==> config.mk <==
export PLATFORM = sky130hd
export DESIGN_NAME = smul_array16
export DESIGN_NICKNAME = d
export VERILOG_FILES = /design/src/rtl/smul_pkg.sv /design/src/rtl/smul_precond.sv /design/src/rtl/smul_ppu.sv /design/src/rtl/smul_padd.sv /design/src/rtl/smul_array16.sv
export SDC_FILE = /design/constraint.sdc
export NUM_CORES = 1
export LEC_CHECK = 0
export BUFFER_PORTS_ARGS = -buffer_cell sky130_fd_sc_hd__clkbuf_2
export CAP_MARGIN = 20
export CELL_PAD_IN_SITES_DETAIL_PLACEMENT = 1
export CELL_PAD_IN_SITES_GLOBAL_PLACEMENT = 1
export CORE_UTILIZATION = 49
export DETAILED_ROUTE_END_ITERATION = 10
export PLACE_DENSITY_LB_ADDON = 0.1
export SLEW_MARGIN = 15
export SYNTH_ARGS = -nofsm -noshare
export SYNTH_HDL_FRONTEND = slang
export SYNTH_SLANG_ARGS = --single-unit
==> constraint.sdc <==
create_clock -name clk -period 0.8 [get_ports clk]
set_input_delay 0.16 -clock clk [delete_from_list [all_inputs] [get_ports clk]]
set_output_delay 0.16 -clock clk [all_outputs]
set_load 0.02 [all_outputs]
==> src/rtl/smul_pkg.sv <==
package smul_pkg;
  typedef enum logic {
    LANES_JOINED = 1'b0,
    LANES_SPLIT  = 1'b1
  } lane_mode_e;
endpackage

==> src/rtl/smul_precond.sv <==
module smul_precond #(
  parameter int LANE_W = 8
) (
  input  logic                  split_i,
  input  logic [2*LANE_W-1:0]   mcand_i,
  output logic [2*LANE_W-1:0]   lo_path_o,
  output logic [2*LANE_W-1:0]   hi_path_o
);
  import smul_pkg::*;
  localparam int DW = 2 * LANE_W;

  lane_mode_e mode;
  assign mode = lane_mode_e'(split_i);

  always_comb begin
    if (mode == LANES_SPLIT) begin
      // low lane: byte sign-extended across the word
      lo_path_o = {{LANE_W{mcand_i[LANE_W-1]}}, mcand_i[LANE_W-1:0]};
      // high lane: low byte forced to zero
      hi_path_o = {mcand_i[DW-1:LANE_W], {LANE_W{1'b0}}};
    end else begin
      lo_path_o = mcand_i;
      hi_path_o = mcand_i;
    end
  end
endmodule

==> src/rtl/smul_ppu.sv <==
module smul_ppu #(
  parameter int DW  = 16,
  parameter int IDX = 0
) (
  input  logic            split_i,
  input  logic [DW-1:0]   mc_i,
  input  logic [1:0]      mbits_i,
  output logic [2*DW-1:0] pp_o
);
  localparam int PW       = 2 * DW;
  localparam int SH0      = 2 * IDX;
  localparam bit LOW_UNIT = (IDX < DW / 4);

  logic [PW-1:0] ext, row0, row1, keep;
  logic [DW:0]   lo_sum;
  logic          hi_cin;
  logic [DW-1:0] hi_sum;

  always_comb begin
    ext  = {{DW{mc_i[DW-1]}}, mc_i};
    keep = (split_i && LOW_UNIT) ? {{DW{1'b0}}, {DW{1'b1}}} : {PW{1'b1}};
    row0 = ((ext & {PW{mbits_i[0]}}) << SH0) & keep;
    row1 = ((ext & {PW{mbits_i[1]}}) << (SH0 + 1)) & keep;
    lo_sum = {1'b0, row0[DW-1:0]} + {1'b0, row1[DW-1:0]};
    hi_cin = lo_sum[DW] & ~split_i;
    hi_sum = row0[PW-1:DW] + row1[PW-1:DW] + {{(DW-1){1'b0}}, hi_cin};
    pp_o   = {hi_sum, lo_sum[DW-1:0]};
  end
endmodule

==> src/rtl/smul_padd.sv <==
module smul_padd #(
  parameter int DW = 16
) (
  input  logic            split_i,
  input  logic [2*DW-1:0] a_i,
  input  logic [2*DW-1:0] b_i,
  output logic [2*DW-1:0] sum_o
);
  localparam int PW = 2 * DW;

  logic [DW:0]   lo_sum;
  logic          hi_cin;
  logic [DW-1:0] hi_sum;

  always_comb begin
    lo_sum = {1'b0, a_i[DW-1:0]} + {1'b0, b_i[DW-1:0]};
    hi_cin = lo_sum[DW] & ~split_i;
    hi_sum = a_i[PW-1:DW] + b_i[PW-1:DW] + {{(DW-1){1'b0}}, hi_cin};
    sum_o  = {hi_sum, lo_sum[DW-1:0]};
  end
endmodule

==> src/rtl/smul_array16.sv <==
module smul_array16 #(
  parameter int LANE_W  = 8,
  parameter bit OUT_REG = 1'b1
) (
  input  logic                clk,
  input  logic                rst_n,
  input  logic                split_i,
  input  logic [2*LANE_W-1:0] mcand_i,
  input  logic [2*LANE_W-1:0] mplier_i,
  output logic [4*LANE_W-1:0] prod_o
);
  localparam int DW = 2 * LANE_W;
  localparam int PW = 2 * DW;
  localparam int NU = DW / 2;
  localparam int NP = NU / 2;

  logic [DW-1:0] lo_path, hi_path;
  logic [PW-1:0] pp [NU];
  logic [PW-1:0] l1 [NP];
  logic [PW-1:0] lo_grp, hi_grp, lo_grp_gated, arr_sum;

  smul_precond #(.LANE_W(LANE_W)) u_precond (
    .split_i   (split_i),
    .mcand_i   (mcand_i),
    .lo_path_o (lo_path),
    .hi_path_o (hi_path)
  );

  for (genvar u = 0; u < NU; u++) begin : g_unit
    logic [DW-1:0] mc_sel;
    if (u < NU / 2) begin : g_lo
      assign mc_sel = lo_path;
    end else begin : g_hi
      assign mc_sel = hi_path;
    end
    smul_ppu #(.DW(DW), .IDX(u)) u_ppu (
      .split_i (split_i),
      .mc_i    (mc_sel),
      .mbits_i (mplier_i[2*u+1 -: 2]),
      .pp_o    (pp[u])
    );
  end

  for (genvar p = 0; p < NP; p++) begin : g_l1
    smul_padd #(.DW(DW)) u_padd (
      .split_i (split_i),
      .a_i     (pp[2*p]),
      .b_i     (pp[2*p+1]),
      .sum_o   (l1[p])
    );
  end

  // fixed-width levels; low-lane group gated at the boundary in split mode
  always_comb begin
    lo_grp = '0;
    hi_grp = '0;
    for (int i = 0; i < NP / 2; i++) begin
      lo_grp = lo_grp + l1[i];
      hi_grp = hi_grp + l1[NP/2 + i];
    end
    lo_grp_gated = split_i ? {{DW{1'b0}}, lo_grp[DW-1:0]} : lo_grp;
    arr_sum      = lo_grp_gated + hi_grp;
  end

  // independent reference values used by the checks below
  logic [PW-1:0] wide_ref, full_ref;
  logic [DW-1:0] lo_ref, hi_ref;
  always_comb begin
    wide_ref = $signed({{DW{mcand_i[DW-1]}}, mcand_i}) * $signed({{DW{1'b0}}, mplier_i});
    lo_ref   = $signed({{LANE_W{mcand_i[LANE_W-1]}}, mcand_i[LANE_W-1:0]})
             * $signed({{LANE_W{1'b0}}, mplier_i[LANE_W-1:0]});
    hi_ref   = $signed({{LANE_W{mcand_i[DW-1]}}, mcand_i[DW-1:LANE_W]})
             * $signed({{LANE_W{1'b0}}, mplier_i[DW-1:LANE_W]});
    full_ref = split_i ? {hi_ref, lo_ref} : wide_ref;
  end

  if (OUT_REG) begin : g_oreg
    logic [PW-1:0] prod_d, prod_q;
    logic          primed_q;

    always_comb prod_d = arr_sum;

    always_ff @(posedge clk or negedge rst_n) begin
      if (!rst_n) begin
        prod_q   <= '0;
        primed_q <= 1'b0;
      end else begin
        prod_q   <= prod_d;
        primed_q <= 1'b1;
      end
    end
    assign prod_o = prod_q;


    out_lat_chk: assert property (@(posedge clk) disable iff (!rst_n)
      primed_q |-> prod_o == $past(full_ref));


    always @(posedge clk) begin
      if (!rst_n) begin
        rst_clr_chk: assert (prod_o == '0);
      end
    end
  end else begin : g_comb
    assign prod_o = arr_sum;
  end


  wide_prod_chk: assert property (@(posedge clk) disable iff (!rst_n)
    !split_i |-> arr_sum == wide_ref);


  lo_lane_chk: assert property (@(posedge clk) disable iff (!rst_n)
    split_i |-> arr_sum[DW-1:0] == lo_ref);


  hi_lane_chk: assert property (@(posedge clk) disable iff (!rst_n)
    split_i |-> arr_sum[PW-1:DW] == hi_ref);

  for (genvar u = 0; u < NU / 2; u++) begin : g_iso

    unit_iso_chk: assert property (@(posedge clk) disable iff (!rst_n)
      split_i |-> pp[u][PW-1:DW] == '0 && pp[NU/2 + u][DW-1:0] == '0);
  end

  for (genvar p = 0; p < NP; p++) begin : g_l1iso

    l1_cut_chk: assert property (@(posedge clk) disable iff (!rst_n)
      split_i |-> l1[p][PW-1:DW] == pp[2*p][PW-1:DW] + pp[2*p+1][PW-1:DW]);
  end
endmodule

==> results of run 1 <==
[stage by stage]
stage | instances | TNS (ps) | cell area, sq um
detailed placement | 2294 | -175250 | 16600
floorplan | 1510 | -141300 | 12800
global placement | 2294 | -161020 | 16600
[cell families after synthesis]
kind of cell	count (synthesis)	share of synthesized area, %
compound gates	333	17.5
xor+xnor	142	10.2
fa+ha+maj	305	38.2
buf+inv	182	5.62
flops	32	6.50
mux	1	0.0813
simple gates	515	21.8
==> results.ini, run 1 <==
[clocking]
post_cts_buffers=41
htree_levels=2
clock-sinks=32
cts_buffers=5
cts_buffer_depth=2
clock-root-buffer=clkbuf_16
cts_resized=218
hold_buffers=1

[yosys]
synth-edff-count=0
synth_cell_type_count=61
synth_area_leaders=fa_1, ha_1, and2_1
postSynthCellCount=1510
post-synth-top-area-fraction_pct=19.3
synth_most_common_cell=ha_1
synth_fp_nets=1850
ys_warn_count=0
yosys.area.top_type=fa_1
async_reset_ff_share_pct=100
syn_area_per_cell_sq_um=8.16
ys.flop_type=dfrtp_1
netlist_area_sq_um=12300
ys_seq_elements=32
ys_seq_area_share_pct=6.50
synth_common_cells=ha_1, and2_1, inv_1

[floorplanning]
boundaryPins=67
rows=57
die_width_um=161
die_y_um=161
initial_core_util_pct=50.4

[placement]
pre_cts_ws_ps=-9070
io_buffers=66
gp_congestion=0.865
dp_hpwl_mm=45.0

[status]
error_line=[ERROR DPL-0033] detailed placement checks failed during check placement.
lastStage=clock tree synthesis
status=did not finish

==> run 2: changes to the inputs <==
--- a/config.mk
+++ b/config.mk
@@ -7,11 +7,9 @@
 export LEC_CHECK = 0
 export BUFFER_PORTS_ARGS = -buffer_cell sky130_fd_sc_hd__clkbuf_2
 export CAP_MARGIN = 20
-export CELL_PAD_IN_SITES_DETAIL_PLACEMENT = 1
-export CELL_PAD_IN_SITES_GLOBAL_PLACEMENT = 1
-export CORE_UTILIZATION = 49
+export CORE_UTILIZATION = 40
 export DETAILED_ROUTE_END_ITERATION = 10
-export PLACE_DENSITY_LB_ADDON = 0.1
+export PLACE_DENSITY_LB_ADDON = 0.15
 export SLEW_MARGIN = 15
 export SYNTH_ARGS = -nofsm -noshare
 export SYNTH_HDL_FRONTEND = slang
==> results.ini, run 2 <==
[yosys]
ys_seq_area_share_pct=6.50  ; unchanged
ys.flop_type=dfrtp_1  ; unchanged
netlist_area_sq_um=12300  ; unchanged
synth_cell_type_count=61  ; unchanged
async_reset_ff_share_pct=100  ; unchanged
ys_warn_count=0  ; unchanged
syn_area_per_cell_sq_um=8.16  ; unchanged
post-synth-top-area-fraction_pct=19.3  ; unchanged
ys_seq_elements=32  ; unchanged
synth_most_common_cell=ha_1  ; unchanged
synth_fp_nets=1850  ; unchanged
synth-edff-count=0  ; unchanged
synth_area_leaders=fa_1, ha_1, and2_1  ; unchanged
yosys.area.top_type=fa_1  ; unchanged
synth_common_cells=ha_1, and2_1, inv_1  ; unchanged
postSynthCellCount=1510  ; unchanged

[final_layout]
multi_input_area_sq_um=12000
final_cell_mix=buf_4, ha_1, and2_1, inv_1, nand2_1
fin_cells=2403
regArea_sq_um=801
area_growth_pct=47.5
diodes=0
post-route-util_pct=60.7
nets=2352
fillers=2641
largest_register_ffs=32
mostFrequentLayoutCell=buf_4
drive_above_1_share_pct=36.4

[setup_path]
critPathSlowestCell=fa_1
cp_slowest_stage_delay_ps=490
crit_path_frequent_cell=a21oi_2
critPathKind=primary input to flip-flop
crit_arrival_ps=9070
path_max_fanout=5
critPathBufInv=3
crit_required_ps=970
critPathLaunchType=primary input
critPathCaptureType=flip-flop
path_delay_family=adder cells

[min_path]
whs_path_depth=3
min_path_type=primary input to flip-flop
min_from=mplier_i[0]
min_to=prod_o[0]$_DFF_PN0_

[global_routing]
grt_pass1_wl_mm=58.5
track_usage_pct=23.1
grt_max_degree=33
antenna_found_initial=1
overflow=0
grt_pass1_vias=12429

[clocking]
cts_buffers=5  ; unchanged
clkTransAtPathRegs_ps=60
clock-root-buffer=clkbuf_16  ; unchanged
clock-sinks=32  ; unchanged
htree_levels=2  ; unchanged
cts_tree=done
cts_buffer_depth=2  ; unchanged

[floorplanning]
rows=63  ; was 57
dieArea_sq_um=31500
die_width_um=177  ; was 161 um
boundaryPins=67  ; unchanged
core_area_sq_um=30000
die_y_um=177  ; was 161 um
initial_core_util_pct=41.1  ; was 50.4%

[sta]
drv_slew=0
max-slew-margin-rel_pct=71.9
finalWorstSetupSlack_ps=-8100
fin_crit_ps=8900
tightest_slew_ps=418
setup_tns_ps=-156640
hold_violations=0
hold_ws_ps=225
fmax_mhz=112
setup_viol_count_final=62
fin_crit_sh_pct=1110
rsz0062_at_grt=yes

[route]
route.met2.wl_mm=17.2
wl_per_cell_um=14.7
vias=11985
wl_met3_um=798
firstDrtPassIters=5
drc=0
routed_wl_mm=35.3
antenna_left=0
maxUsedRoutingLayer=met4
wl_met1_mm=16.7
viasPerCell=4.99
drtIter0Drc=541

[power]
power_switching_mw=33.0
power.internal_mw=43.0
ir_drop_v=0.00301
seq_power_share_pct=4.4
p_leak_nw=9.34
combPwrFrac_pct=92.7
p_sw_share_pct=43.5
clkPwrFrac_pct=2.9
powerDensity_nw_per_um2=4180

[placement]
gp_congestion=0.887  ; was 0.865
dp_cells=2361  ; was 2294
io_buffers=66  ; unchanged
dp_hpwl_mm=29.8  ; was 45.0 mm

[status]
violations=negative setup slack
status=finished, violations left  ; was did not finish

[job]
maxCapViolCount=0

-- run 2: how the worst max path moves through the flow --
stage / startpoint / slack [ps] / endpoint / depth (start not counted)
6_report: mcand_i[0] / -8100 / prod_o[31]$_DFF_PN0_ / 46
2_1_floorplan: mplier_i[2] / -7930 / prod_o[31]$_DFF_PN0_ / 44
5_1_grt: mcand_i[0] / -8540 / prod_o[31]$_DFF_PN0_ / 45
3_3_place_gp: mcand_i[1] / -8420 / prod_o[31]$_DFF_PN0_ / 45
3_5_place_dp: mcand_i[1] / -8540 / prod_o[31]$_DFF_PN0_ / 45
4_1_cts: mcand_i[1] / -8050 / prod_o[31]$_DFF_PN0_ / 45
-- run 2: cells by family (layout without fill, tap and decap cells) --
group | Yosys count | after routing | synth area share [%]
simple gates | 515 | 515 | 21.8
fa+ha+maj | 305 | 305 | 38.2
compound gates | 333 | 333 | 17.5
buf+inv | 182 | 685 | 5.62
mux | 1 | 1 | 0.0813
flops | 32 | 32 | 6.50
xor+xnor | 142 | 142 | 10.2
-- run 2: worst min-delay path, delay by kind of cell --
| family | cells | cell delay, ps |
|---|---|---|
| buf+inv | 2 | 220 |
| simple gates | 1 | 100 |
-- run 2: area by class of cell --
class	instances	area share (%)
clock inverter	2	0.193
timing repair buffer	523	23.0
clock buffer	6	0.709
tap	390	2.69
sequential	32	4.41
inverter	154	3.18
multi-input combinational	1296	65.8
-- run 2: repair_timing --
action                     in CTS  in global routing
buffers inserted               24                 23
hold buffers                    1                  0
hold endpoints to repair       32                  0
setup endpoints to repair      62                 62
pin swaps                      80                 71
resized for setup             119                186
-- run 2: through the flow --
step	setup WS (ps)	area (sq um)	total power [mW]
detailed placement	-8540	16600	62.6
CTS	-8050	17500	71.0
global placement	-8420	16600	61.7
floorplan	-7930	12800	40.6
global route	-8540	18200	82.8
finish	-8100	18200	76.0
-- run 2: routing by layer --
layer | global-route usage [%] | up-vias
li1 | - | 6074
met2 | 41.0 | 168
met5 | 0 | -
met1 | 30.7 | 5700
met3 | 0.985 | 43
met4 | 5.27 | 0
-- run 2: power groups by stage --
stage | logic [mW] | registers [mW] | clock network [mW]
floorplan | 36.4 | 4.19 | 0
finish | 70.5 | 3.36 | 2.22
detailed placement | 59.3 | 3.22 | 0
CTS | 65.5 | 3.21 | 2.28
global placement | 58.5 | 3.21 | 0
global route | 77.0 | 3.45 | 2.35
Power figures use the tool's default switching activity.
